## src/rtl/owm_pkg.sv

```systemverilog
package owm_pkg;

    typedef enum logic [2:0] {
        OP_RESET = 3'd0,
        OP_TBIT  = 3'd1,
        OP_RBIT  = 3'd2,
        OP_WBYTE = 3'd3,
        OP_RBYTE = 3'd4
    } op_e;

    typedef enum logic [1:0] {
        SK_RESET = 2'd0,
        SK_ONE   = 2'd1,
        SK_ZERO  = 2'd2
    } slot_kind_e;

    typedef enum logic [1:0] {
        PH_IDLE = 2'd0,
        PH_LOW  = 2'd1,
        PH_GAP  = 2'd2,
        PH_TAIL = 2'd3
    } phase_e;

    localparam int DUR_W = 9;

    // Units the line is held low at the start of a slot.
    function automatic logic [DUR_W-1:0] low_units(slot_kind_e k);
        case (k)
            SK_RESET: low_units = 9'd480;
            SK_ZERO:  low_units = 9'd60;
            default:  low_units = 9'd6;
        endcase
    endfunction

    // Units from the release up to the sample point (or the slot end for a 0).
    function automatic logic [DUR_W-1:0] gap_units(slot_kind_e k);
        case (k)
            SK_RESET: gap_units = 9'd70;
            SK_ZERO:  gap_units = 9'd10;
            default:  gap_units = 9'd9;
        endcase
    endfunction

    // Units after the sample point; zero means no tail phase.
    function automatic logic [DUR_W-1:0] tail_units(slot_kind_e k);
        case (k)
            SK_RESET: tail_units = 9'd410;
            SK_ZERO:  tail_units = 9'd0;
            default:  tail_units = 9'd55;
        endcase
    endfunction

endpackage

```

## src/rtl/owm_sync.sv

```systemverilog
module owm_sync #(
    parameter int STAGES = 2
) (
    input  logic clk,
    input  logic rst_n,
    input  logic async_i,
    output logic sync_o
);
    logic [STAGES-1:0] chain_d, chain_q;

    always_comb begin
        chain_d = {chain_q[STAGES-2:0], async_i};
    end

    // Reset to the released (pulled-up) level.
    always_ff @(posedge clk or negedge rst_n) begin
        if (!rst_n) chain_q <= '1;
        else        chain_q <= chain_d;
    end

    assign sync_o = chain_q[STAGES-1];
endmodule

```

## src/rtl/owm_tick.sv

```systemverilog
module owm_tick #(
    parameter int LIM_W = 8
) (
    input  logic             clk,
    input  logic             rst_n,
    input  logic             restart_i,
    input  logic [LIM_W-1:0] lim_i,
    output logic             tick_o
);
    logic [LIM_W-1:0] cnt_d, cnt_q;

    always_comb begin
        tick_o = (cnt_q >= lim_i - 1'b1);
        if (restart_i || tick_o) cnt_d = '0;
        else                     cnt_d = cnt_q + 1'b1;
    end

    always_ff @(posedge clk or negedge rst_n) begin
        if (!rst_n) cnt_q <= '0;
        else        cnt_q <= cnt_d;
    end


    tick_spacing_chk: assert property (@(posedge clk) disable iff (!rst_n)
        (tick_o && lim_i > 1) |=> !tick_o);
endmodule

```

## src/rtl/owm_slot.sv

```systemverilog
module owm_slot
    import owm_pkg::*;
(
    input  logic       clk,
    input  logic       rst_n,
    input  logic       start_i,
    input  slot_kind_e kind_i,
    input  logic       tick_i,
    input  logic       lvl_i,
    output logic       pull_o,
    output logic       bit_o,
    output logic       done_o
);
    typedef struct packed {
        phase_e            phase;
        slot_kind_e        kind;
        logic [DUR_W-1:0]  left;
        logic              pull;
        logic              bit_v;
    } slot_st_t;

    slot_st_t st_d, st_q;
    logic     last_unit;

    always_comb begin
        last_unit = tick_i && (st_q.left == '0);
        done_o    = last_unit &&
                    ((st_q.phase == PH_TAIL) ||
                     (st_q.phase == PH_GAP && tail_units(st_q.kind) == '0));

        st_d = st_q;
        if (start_i) begin
            st_d.phase = PH_LOW;
            st_d.kind  = kind_i;
            st_d.left  = low_units(kind_i) - 1'b1;
            st_d.pull  = 1'b1;
            st_d.bit_v = 1'b0;
        end else if (tick_i && st_q.phase != PH_IDLE) begin
            if (st_q.left != '0) begin
                st_d.left = st_q.left - 1'b1;
            end else begin
                case (st_q.phase)
                    PH_LOW: begin
                        st_d.phase = PH_GAP;
                        st_d.left  = gap_units(st_q.kind) - 1'b1;
                        st_d.pull  = 1'b0;
                    end
                    PH_GAP: begin
                        if (st_q.kind != SK_ZERO) st_d.bit_v = lvl_i;
                        if (tail_units(st_q.kind) == '0) begin
                            st_d.phase = PH_IDLE;
                        end else begin
                            st_d.phase = PH_TAIL;
                            st_d.left  = tail_units(st_q.kind) - 1'b1;
                        end
                    end
                    default: st_d.phase = PH_IDLE;
                endcase
            end
        end
    end

    always_ff @(posedge clk or negedge rst_n) begin
        if (!rst_n) begin
            st_q.phase <= PH_IDLE;
            st_q.kind  <= SK_ONE;
            st_q.left  <= '0;
            st_q.pull  <= 1'b0;
            st_q.bit_v <= 1'b0;
        end else begin
            st_q <= st_d;
        end
    end

    assign pull_o = st_q.pull;
    assign bit_o  = st_q.bit_v;


    low_starts_on_cmd_chk: assert property (@(posedge clk) disable iff (!rst_n)
        $rose(pull_o) |-> $past(start_i));


    release_on_tick_chk: assert property (@(posedge clk) disable iff (!rst_n)
        $fell(pull_o) |-> $past(tick_i));
endmodule

```

## src/rtl/owm_master.sv

```systemverilog
module owm_master
    import owm_pkg::*;
#(
    parameter int CLKS_PER_US = 100,
    parameter int SCALE_W     = 4,
    parameter int SYNC_STAGES = 2
) (
    input  logic               clk,
    input  logic               rst_n,
    input  logic               cmd_valid,
    input  logic [2:0]         cmd_op,
    input  logic [7:0]         cmd_data,
    input  logic [SCALE_W-1:0] scale,
    input  logic               bus_in,
    output logic               bus_pull_low,
    output logic               busy,
    output logic               done,
    output logic [7:0]         result
);
    localparam int LIM_W = $clog2(CLKS_PER_US + 1) + SCALE_W + 1;

    typedef struct packed {
        logic               busy;
        logic               done;
        op_e                op;
        logic [7:0]         sh;
        logic [7:0]         res;
        logic [2:0]         idx;
        logic [SCALE_W-1:0] scale;
    } ctl_st_t;

    ctl_st_t    st_d, st_q;
    logic       accept, start, is_byte, first_bit, start_bit;
    logic       slot_done, slot_bit, tick, lvl;
    slot_kind_e kind;
    logic [SCALE_W-1:0] eff_scale;
    logic [LIM_W-1:0]   lim;

    owm_sync #(.STAGES(SYNC_STAGES)) sync_i (
        .clk(clk), .rst_n(rst_n), .async_i(bus_in), .sync_o(lvl)
    );

    always_comb begin
        eff_scale = (st_q.scale == '0) ? SCALE_W'(1) : st_q.scale;
        lim       = LIM_W'(CLKS_PER_US) * LIM_W'(eff_scale);
    end

    owm_tick #(.LIM_W(LIM_W)) tick_i (
        .clk(clk), .rst_n(rst_n), .restart_i(start), .lim_i(lim), .tick_o(tick)
    );

    owm_slot slot_i (
        .clk(clk), .rst_n(rst_n), .start_i(start), .kind_i(kind),
        .tick_i(tick), .lvl_i(lvl), .pull_o(bus_pull_low),
        .bit_o(slot_bit), .done_o(slot_done)
    );

    always_comb begin
        accept  = cmd_valid && !st_q.busy && (cmd_op <= 3'd4);
        is_byte = (st_q.op == OP_WBYTE) || (st_q.op == OP_RBYTE);

        case (op_e'(cmd_op))
            OP_TBIT, OP_WBYTE: first_bit = cmd_data[0];
            default:           first_bit = 1'b1;
        endcase

        start     = accept || (slot_done && st_q.busy && is_byte && st_q.idx != 3'd7);
        start_bit = accept ? first_bit : st_q.sh[1];
        if (accept && op_e'(cmd_op) == OP_RESET) kind = SK_RESET;
        else if (start_bit)                      kind = SK_ONE;
        else                                     kind = SK_ZERO;

        st_d      = st_q;
        st_d.done = 1'b0;
        if (accept) begin
            st_d.busy  = 1'b1;
            st_d.op    = op_e'(cmd_op);
            st_d.sh    = (op_e'(cmd_op) == OP_RBYTE) ? 8'hFF : cmd_data;
            st_d.res   = '0;
            st_d.idx   = '0;
            st_d.scale = scale;
        end else if (slot_done && st_q.busy) begin
            if (is_byte) begin
                st_d.res = {slot_bit, st_q.res[7:1]};
                if (st_q.idx != 3'd7) begin
                    st_d.idx = st_q.idx + 1'b1;
                    st_d.sh  = {1'b0, st_q.sh[7:1]};
                end else begin
                    st_d.busy = 1'b0;
                    st_d.done = 1'b1;
                end
            end else begin
                st_d.res  = {7'b0, slot_bit};
                st_d.busy = 1'b0;
                st_d.done = 1'b1;
            end
        end
    end

    always_ff @(posedge clk or negedge rst_n) begin
        if (!rst_n) begin
            st_q.busy  <= 1'b0;
            st_q.done  <= 1'b0;
            st_q.op    <= OP_RESET;
            st_q.sh    <= '0;
            st_q.res   <= '0;
            st_q.idx   <= '0;
            st_q.scale <= '0;
        end else begin
            st_q <= st_d;
        end
    end

    assign busy   = st_q.busy;
    assign done   = st_q.done;
    assign result = st_q.res;


    done_not_busy_chk: assert property (@(posedge clk) disable iff (!rst_n)
        done |-> !busy);


    done_single_chk: assert property (@(posedge clk) disable iff (!rst_n)
        done |=> !done);


    op_held_chk: assert property (@(posedge clk) disable iff (!rst_n)
        (busy && !slot_done) |=> $stable(st_q.op) && $stable(st_q.scale));
endmodule

```

## config.mk

```make
export PLATFORM = sky130hd
export DESIGN_NAME = owm_master
export DESIGN_NICKNAME = d
export VERILOG_FILES = /design/src/rtl/owm_pkg.sv /design/src/rtl/owm_sync.sv /design/src/rtl/owm_tick.sv /design/src/rtl/owm_slot.sv /design/src/rtl/owm_master.sv
export SDC_FILE = /design/constraint.sdc
export NUM_CORES = 1
export LEC_CHECK = 0
export ABC_CLOCK_PERIOD_IN_PS = 5350
export BUFFER_PORTS_ARGS = -buffer_cell sky130_fd_sc_hd__buf_4
export CAP_MARGIN = 15
export CORE_MARGIN = 5
export CORE_UTILIZATION = 60
export DETAILED_ROUTE_END_ITERATION = 12
export HOLD_SLACK_MARGIN = 0.05
export PLACE_DENSITY = 0.8
export SETUP_SLACK_MARGIN = 0.05
export SLEW_MARGIN = 20
export SYNTH_ARGS = -nofsm -noshare
export SYNTH_HDL_FRONTEND = slang
export SYNTH_SLANG_ARGS = --single-unit
```

## constraint.sdc

```tcl
create_clock -name clk -period 5.35 [get_ports clk]
set_input_delay 1.605 -clock clk [delete_from_list [all_inputs] [get_ports clk]]
set_output_delay 1.605 -clock clk [all_outputs]
set_load 0.02 [all_outputs]
```

==> results.txt, run 1 <==
- Diode insertion count for antenna repair: 0
- The clock reaches the later pin of the worst-skew pair after 0.32 ns.
- CP max-delay cell: or4_4
- TritonCTS built the clock tree.
- Result of the run: finished clean
* Count of final hold-check violations: 0
* CTS HTree Levels: 2
- Post-synthesis net count: 425
- The via count of the first global-routing pass was 2,693.
* Overflow after GRT: 0
- Post-CTS setup repair buffer count: 0
- The share of synthesized area in the top cell type comes to 37.42%.
* Setup TNS: 0 ns
- Maximum number of pins on one net before global-route repair: 57
* Fraction of registers with async set or reset after synthesis: 100.0%
- The worst pin sits at a relative slew slack of 52.87%.
* Wire length of the first global-routing pass: 12,410 µm
- Dividing the final minimum period by the clock period gives 89.70%.
- Counting instances in the post-synthesis netlist gives the leading cell types as 53 x dfrtp_1, 36 x nor2_1, 33 x nand2_1.
* Starting density of the core: 60.95%
- The tightest min-delay check is of the flip-flop to flip-flop type.
- The most numerous cell type found on the critical path is ha_1.
- The tree is rooted in a clkbuf_8.
* Clock Sinks: 56
- In this run the count of I/O pins placed on the die edge is 30.
* Share of synthesized area occupied by flip-flops and latches: 39.64%
* Required @ worst endpoint: roughly 5.6 ns
- Detail Route Antenna Nets: 0
- The cell area that synthesis handed to floorplanning was 3545 µm².
* Startpoint type of the worst setup path: flip-flop
- Worst Path Arrival: 5.01 ns
- The routed layout has 2,693 vias.
- From left edge to right edge, the die measures 86.86 µm.
* Clock buffer count from CTS: 5
- The tool flagged a number of max-cap violations equal to 0.
- Top FF cell, synth: dfrtp_1
* Count of different cell masters after synthesis: 61
- Gates resized during post-CTS repair numbered 0.
* Yosys warns: 0
* Slack of the critical path: 0.5509 ns
- Between clock sinks in the finished design, the worst skew comes to between 0.009 and 0.01 ns.
- Number of register bits inferred by synthesis: 56
- Mean instance size in the synthesized netlist: 9.478 µm²
- Type of the worst setup path: flip-flop to flip-flop
- At the pin with the least slew margin, the transition time is 0.7023 ns.
* Max VDD drop: just over 0.0002 V
- P per Cell Area: between 300 and 400 nW/µm²
- Port bufs: 29
- From synthesis to final layout, the design area changed by 7.836%.
* Layout filler cell count: ~470
- After floorplanning, the core was sized to cover around 5800 µm².
- The die covers approximately 7500 µm².
* Post-synthesis cell type with the largest combined area: dfrtp_1
* Highest cell delay on the worst timing path: 0.69 ns
- Clock tree buffer depth: 2
* Initial antenna violation count: 0
- Among all cell types in the netlist, the one instantiated most often is dfrtp_1.
* Lkg Pwr: 1.889 nW
- Clock-pin slew was measured on the worst setup and hold paths at 0.10 ns.
- Overall global routing resource usage: 20.44%
- Weighted congestion reported at the end of routability-driven placement: 0.8726
* Setup crit end kind: flip-flop
* Final count of pins violating max slew: 0
- Synthesis handed over a netlist of 374 instances.
- Minimum period implied by the final worst setup slack: around 4.8 ns
* Post-synth EDFFs: 0
* First-pass iteration count of the detailed router: 5
- HPWL after detailed placement: 5351 µm
- After floorplanning, the core was divided into 28 placement rows.
* Die Y: about 87 µm
- Crit-path max FO: 13
* Drt drc: 0
- For this run, the post-layout net count is 439.
- The first routing iteration left approximately 130 violations.
* WL per Instance: 15.35 µm
- Of the cells placed in the final design, the portion with a size suffix greater than 1 is 16.45%.
- Setup repair after global routing left no endpoint under its margin.
* CP Cell Sequence: inv_1, ha_1, a21oi_1, ha_1, ha_1, inv_1, fa_1, xnor2_1, nand3b_1, or3b_2, ha_1, nand4_1, o21ai_0, a41oi_1, or4_4, and2_0, a31o_1
- Derived from the worst setup path, the maximum achievable clock frequency is about 210 MHz.
- Largest cells by area after synthesis: dfrtp_1 37%, ha_1 11%, nor2_1 3.8%
- At the placement stage, the worst setup path has a slack of 0.5990 ns.
* Count of endpoints failing setup in the final report: 0
- Hold-fix buffer count after cts: 0
- Dividing the detail-routed via count by the number of cells gives 5.804.
* Total wirelength of the detailed-routed design: 7121 µm
-- final timing paths --
check | cells after the start | to | startpoint | slack (ns)
worst max-delay path | 17 | slot_i.st_q[4] | st_q[2] | 0.55
worst min-delay path | 0 | sync_i.chain_q[1] | sync_i.chain_q[0] | 0.36
worst max register to register | 17 | slot_i.st_q[4] | st_q[2] | 0.55
worst min register to register | 0 | sync_i.chain_q[1] | sync_i.chain_q[0] | 0.36
max in group asynchronous | 1 | st_q[23] | rst_n | 3.56
min in group asynchronous | 1 | slot_i.bit_o | rst_n | 1.34
-- routing by layer --
layer  up-vias  part of all wire (%)  global-route usage (%)  wire, µm
met5         -                     0                       0         0
met4         0                   1.5                   6.516       104
met3        10                   3.2                   3.217       230
met2        59                    50                   33.40      3553
met1      1290                    45                   27.87      3233
li1       1334                     -                       -         -
-- report_power, final --
part	leakage (nW)	switching, mW	total, mW	internal [mW]
clock	0.0583	0.146	0.287	0.141
sequential	0.688	0.0961	0.602	0.505
combinational	1.14	0.298	0.544	0.245
-- per-stage QoR --
stage	cells	hold slack [ns]	cell area, µm²	utilization, %	total power, mW
finish	464	0.3649	3822	65.73	1.432
global route	464	0.3710	3822	65.73	1.547
CTS	464	0.3658	3822	65.73	1.435
detailed placement	456	0.3478	3706	63.73	1.153
global placement	456	0.3534	3706	63.73	1.125
floorplan	374	0.3452	3545	-	1.011
-- cells by family after synthesis --
kind of cell	share of synthesized area, %
AO/OA/AOI/OAI	14.86
XOR/XNOR	4.942
adder cells (fa/ha/maj)	11.51
buffers and inverters	6.142
flip-flops	39.64
multiplexers	2.542
AND/OR/NAND/NOR	20.37
-- state kept, by name, summed over array words and instances (netlist names) --
register and flops:
slot_i.pull_o 1, slot_i.bit_o 1, sync_i.chain_q 2, st_q 17, done 1, tick_i.cnt_q 12
slot_i.st_q 13, result 8, busy 1
-- layout make-up --
type | count | area [µm²] | share of cell area, %
clock buffer | 5 | 68.82 | 1.800
clock inverter | 3 | 47.55 | 1.244
inverter | 16 | 60.06 | 1.571
multi-input combinational | 279 | 1922 | 50.28
sequential | 56 | 1405 | 36.76
tap | 75 | 93.84 | 2.455
timing repair buffer | 30 | 225.2 | 5.892
-- cells in the final DEF (no fill, tap or decap), types with 2 or more instances in the layout --
master / n
a21o_1: 5
a21oi_1: 20
a221oi_1: 2
a31o_2: 8
a31oi_1: 6
and2_1: 2
and3_1: 16
buf_4: 30
clkbuf_8: 5
clkinv_4: 2
dfrtp_1: 53
dfstp_2: 3
ha_1: 31
inv_1: 16
mux2i_1: 9
nand2_1: 33
nand2b_1: 6
nand3_1: 7
nand3b_1: 4
nand4_1: 3
nor2_1: 36
nor2b_1: 3
nor3_1: 13
o211ai_1: 2
o21ai_0: 19
o31ai_1: 2
or2_2: 2
xnor2_1: 9
xor2_1: 11
-- worst max-delay path, delay by kind of cell (launching register included) --
family	cells	cell delay, ns
adder cells (fa/ha/maj)	5	1.45
AND/OR/NAND/NOR	5	1.77
flip-flops	1	0.42
XOR/XNOR	1	0.18
AO/OA/AOI/OAI	4	0.62
buffers and inverters	2	0.25
Power figures use the tool's default switching activity.
==> run 2, diff against run 1 <==
--- a/config.mk
+++ b/config.mk
@@ -8,7 +8,7 @@
 export ABC_CLOCK_PERIOD_IN_PS = 5350
 export BUFFER_PORTS_ARGS = -buffer_cell sky130_fd_sc_hd__buf_4
 export CAP_MARGIN = 15
-export CORE_MARGIN = 5
+export CORE_ASPECT_RATIO = 0.6
 export CORE_UTILIZATION = 60
 export DETAILED_ROUTE_END_ITERATION = 12
 export HOLD_SLACK_MARGIN = 0.05
==> run 2 against run 1 <==
Register-to-register slack worse by 0.14 ns. Maximum frequency down 2.8%. Sequential power about the same. Final cell count up 1.1%. First-iteration DRC count up 17%. Clock power down 16%. Global-route usage up 5.3 points. Die area down 17%. Via count up 1.7%. Sequential cell count unchanged. Design area down 0.39%. Critical path type unchanged. Critical endpoint unchanged. Largest cell class unchanged.
==> results.txt, run 2 (synthesis gave the netlist of run 1 again) <==
- The number of antenna violations at the first check in global routing is 0.
- Setup crit end kind: flip-flop
- Worst skew pair latency: 0.32 ns
* Routing usage on met3: 6.583%
* Drt initial violations: 150
* Drt drc: 0
- In the final timing run, aggregate negative setup slack is 0 ns.
- The die is 61.54 µm tall.
* Die X-Extent: 101.2 µm
- Required @ worst endpoint: 5.56 ns
- The via count of the first global-routing pass came to 2,410.
- Total of cells resized after clock tree synthesis: 0
* Post-route worst hold slack: 0.3714 ns
- met1 is the most crowded layer.
- TritonCTS built the clock tree.
* First-pass iteration count of the detailed router: 5
- The setup path with the least slack is of type flip-flop to flip-flop.
* Proportion of layout cells with a drive suffix above 1: 16.45%
- Dominant delay contributor by cell family on the critical path: simple AND/OR/NAND/NOR gates
* Result of the run: finished clean
* Full die area: 6229 µm²
- In the routed layout, each cell is associated on average with a via count of 5.838.
* Maximum number of pins on one net before global-route repair: 57
- In this run the remaining antenna-violating nets after routing total 0.
- CP Cell Sequence: inv_1, ha_1, a21oi_1, ha_1, ha_1, inv_1, fa_1, xnor2_1, nand3b_1, or3b_2, ha_1, nand4_1, o21ai_0, a41oi_1, buf_4, or4_4, and2_0, a31o_1
- Overall global routing resource usage: 25.71%
* Starting density of the core: 63.04%
- Setup repair after global routing missed its margin: no
* Layout filler cell count: between 400 and 500
* Post-CTS setup repair buffer count: 0
* Minimum period implied by the final worst setup slack: 4.936 ns
- Number of vias in the routed layout: about 2,700
- CP bufs+invs: 3
- Num rows: 21
- Tightest Hold Check Type: flip-flop to flip-flop
- Hold-fix buffer count after cts: 0
- Weighted congestion reported at the end of routability-driven placement: 0.9077
- Clock input transition at the sequential cells of the worst setup and hold paths: 0.10 ns
- P per Cell Area: 367.6 nW/µm²
- In the layout the commonest cells are 53 x dfrtp_1, 36 x nor2_1, 33 x nand2_1, 31 x ha_1, 30 x buf_4.
- In this run the tightest slew margin relative to its limit is about 47%.
- Fmax: 202.6 MHz
* GR Layer Usage met1: between 30% and 40%
* Setup slack, reg-to-reg: 0.41 ns
- CTS HTree Levels: 2
- Overall power consumption after layout is estimated at 1.399 mW.
* Max VDD drop: 0.0002109 V
* Clock buffer count from CTS: 5
- Final Skew: around 0.006 ns
* Number of maximum-capacitance constraint violations: 0
- Number of cell instances on the worst register-to-register path: 18
* Lkg Pwr: 1.873 nW
* Grt met2 use: 35.86%
* Port bufs: 29
- The final hold violation count came to 0.
* Pin slew with the least headroom to its limit: 0.7927 ns
* Most repeated library cell on the critical path: ha_1
* Final count of pins violating max slew: 0
* Logic depth of the worst setup path including buffers: 18
- Setup violations remaining at the end of the flow were counted as 0.
* Total wirelength of the detailed-routed design: 7367 µm
* Reg with most FFs: st_q
* WL per Instance: around 16 µm
- Overflow after GRT: 0
* Number of placed I/O pins: 30
- After legalization and detailed placement, the total HPWL measured 5571 µm.
* Diode insertion count for antenna repair: 0
- At the worst endpoint, the arrival time is just over 5 ns.
* Crit-path max FO: 13
* Final instance area: 3807 µm²
- Among all stages on the critical path, the largest delay is contributed by or4_4.
- Highest cell delay on the worst timing path: 0.64 ns
- Placeable core region: between 5000 and 6000 µm²
- Ratio of final minimum period to clock period: 92.25%
- Once placement finished, the instance area stood at 3712 µm².
- The worst hold path passes through 0 cells.
- Startpoint type of the worst setup path: flip-flop
- The first global-routing pass estimated 11,870 µm of wire.
- Clock tree buffer depth: 2
* Clock Sinks: 56
- Post-layout nets: 439
- Master cell of the clock root buffer: clkbuf_8
* Leading cell type in the layout, fill and taps excluded: dfrtp_1
- The register with the most flip-flops in the layout has 17 of them.
* Syn-to-layout area delta: 7.413%
* Regs by FF count: st_q (17), slot_i.st_q (13), tick_i.cnt_q (12)
-- run 2: final timing paths --
| path | end | start |
|---|---|---|
| max | slot_i.st_q[4] | st_q[2] |
| min | sync_i.chain_q[1] | sync_i.chain_q[0] |
| min in group asynchronous | tick_i.cnt_q[7] | rst_n |
| max reg2reg | slot_i.st_q[4] | st_q[2] |
| min reg2reg | sync_i.chain_q[1] | sync_i.chain_q[0] |
| max in group asynchronous | slot_i.st_q[14] | rst_n |
-- run 2: area by class of cell --
type                            count  area [µm²]  share of cell area [%]
Multi-Input combinational cell    279        1922                   50.48
Sequential cell                    56        1405                   36.90
Timing Repair Buffer               30       225.2                   5.915
Tap cell                           80       100.1                   2.629
Clock buffer                        5       68.82                   1.807
Inverter                           16       60.06                   1.577
Clock inverter                      3       26.28                  0.6901
-- run 2: stage by stage --
step	cells	utilization, %	setup WS, ns
final	469	67.71	0.4144
after global routing	469	67.71	0.1771
after CTS	469	67.71	0.4221
after detailed placement	461	66.02	0.4662
after global placement	461	66.02	0.7473
after floorplan	374	-	1.003
-- run 2: power breakdown --
part / total (mW) / internal (mW) / switching [mW]
sequential: 0.599 / 0.505 / 0.0940
clock: 0.240 / 0.0954 / 0.144
combinational: 0.560 / 0.248 / 0.312
-- run 2: per-layer routing --
layer  routed length, µm  vias to the layer above  part of all wire [%]
li1                    -                     1335                     -
met1                3905                     1304                    53
met2                2865                       91                    39
met3                 553                        8                   7.5
met4                  44                        0                  0.60
met5                   0                        -                     0
-- run 2: worst register-to-register path, stage by stage, from the launching register on --
cell      delay [ns]
dfrtp_1         0.42
inv_1           0.20
ha_1            0.21
a21oi_1         0.12
ha_1            0.34
ha_1            0.19
inv_1           0.06
fa_1            0.39
xnor2_1         0.18
nand3b_1        0.20
or3b_2          0.49
ha_1            0.33
nand4_1         0.09
o21ai_0         0.16
a41oi_1         0.07
buf_4           0.20
or4_4           0.64
and2_0          0.32
a31o_1          0.22
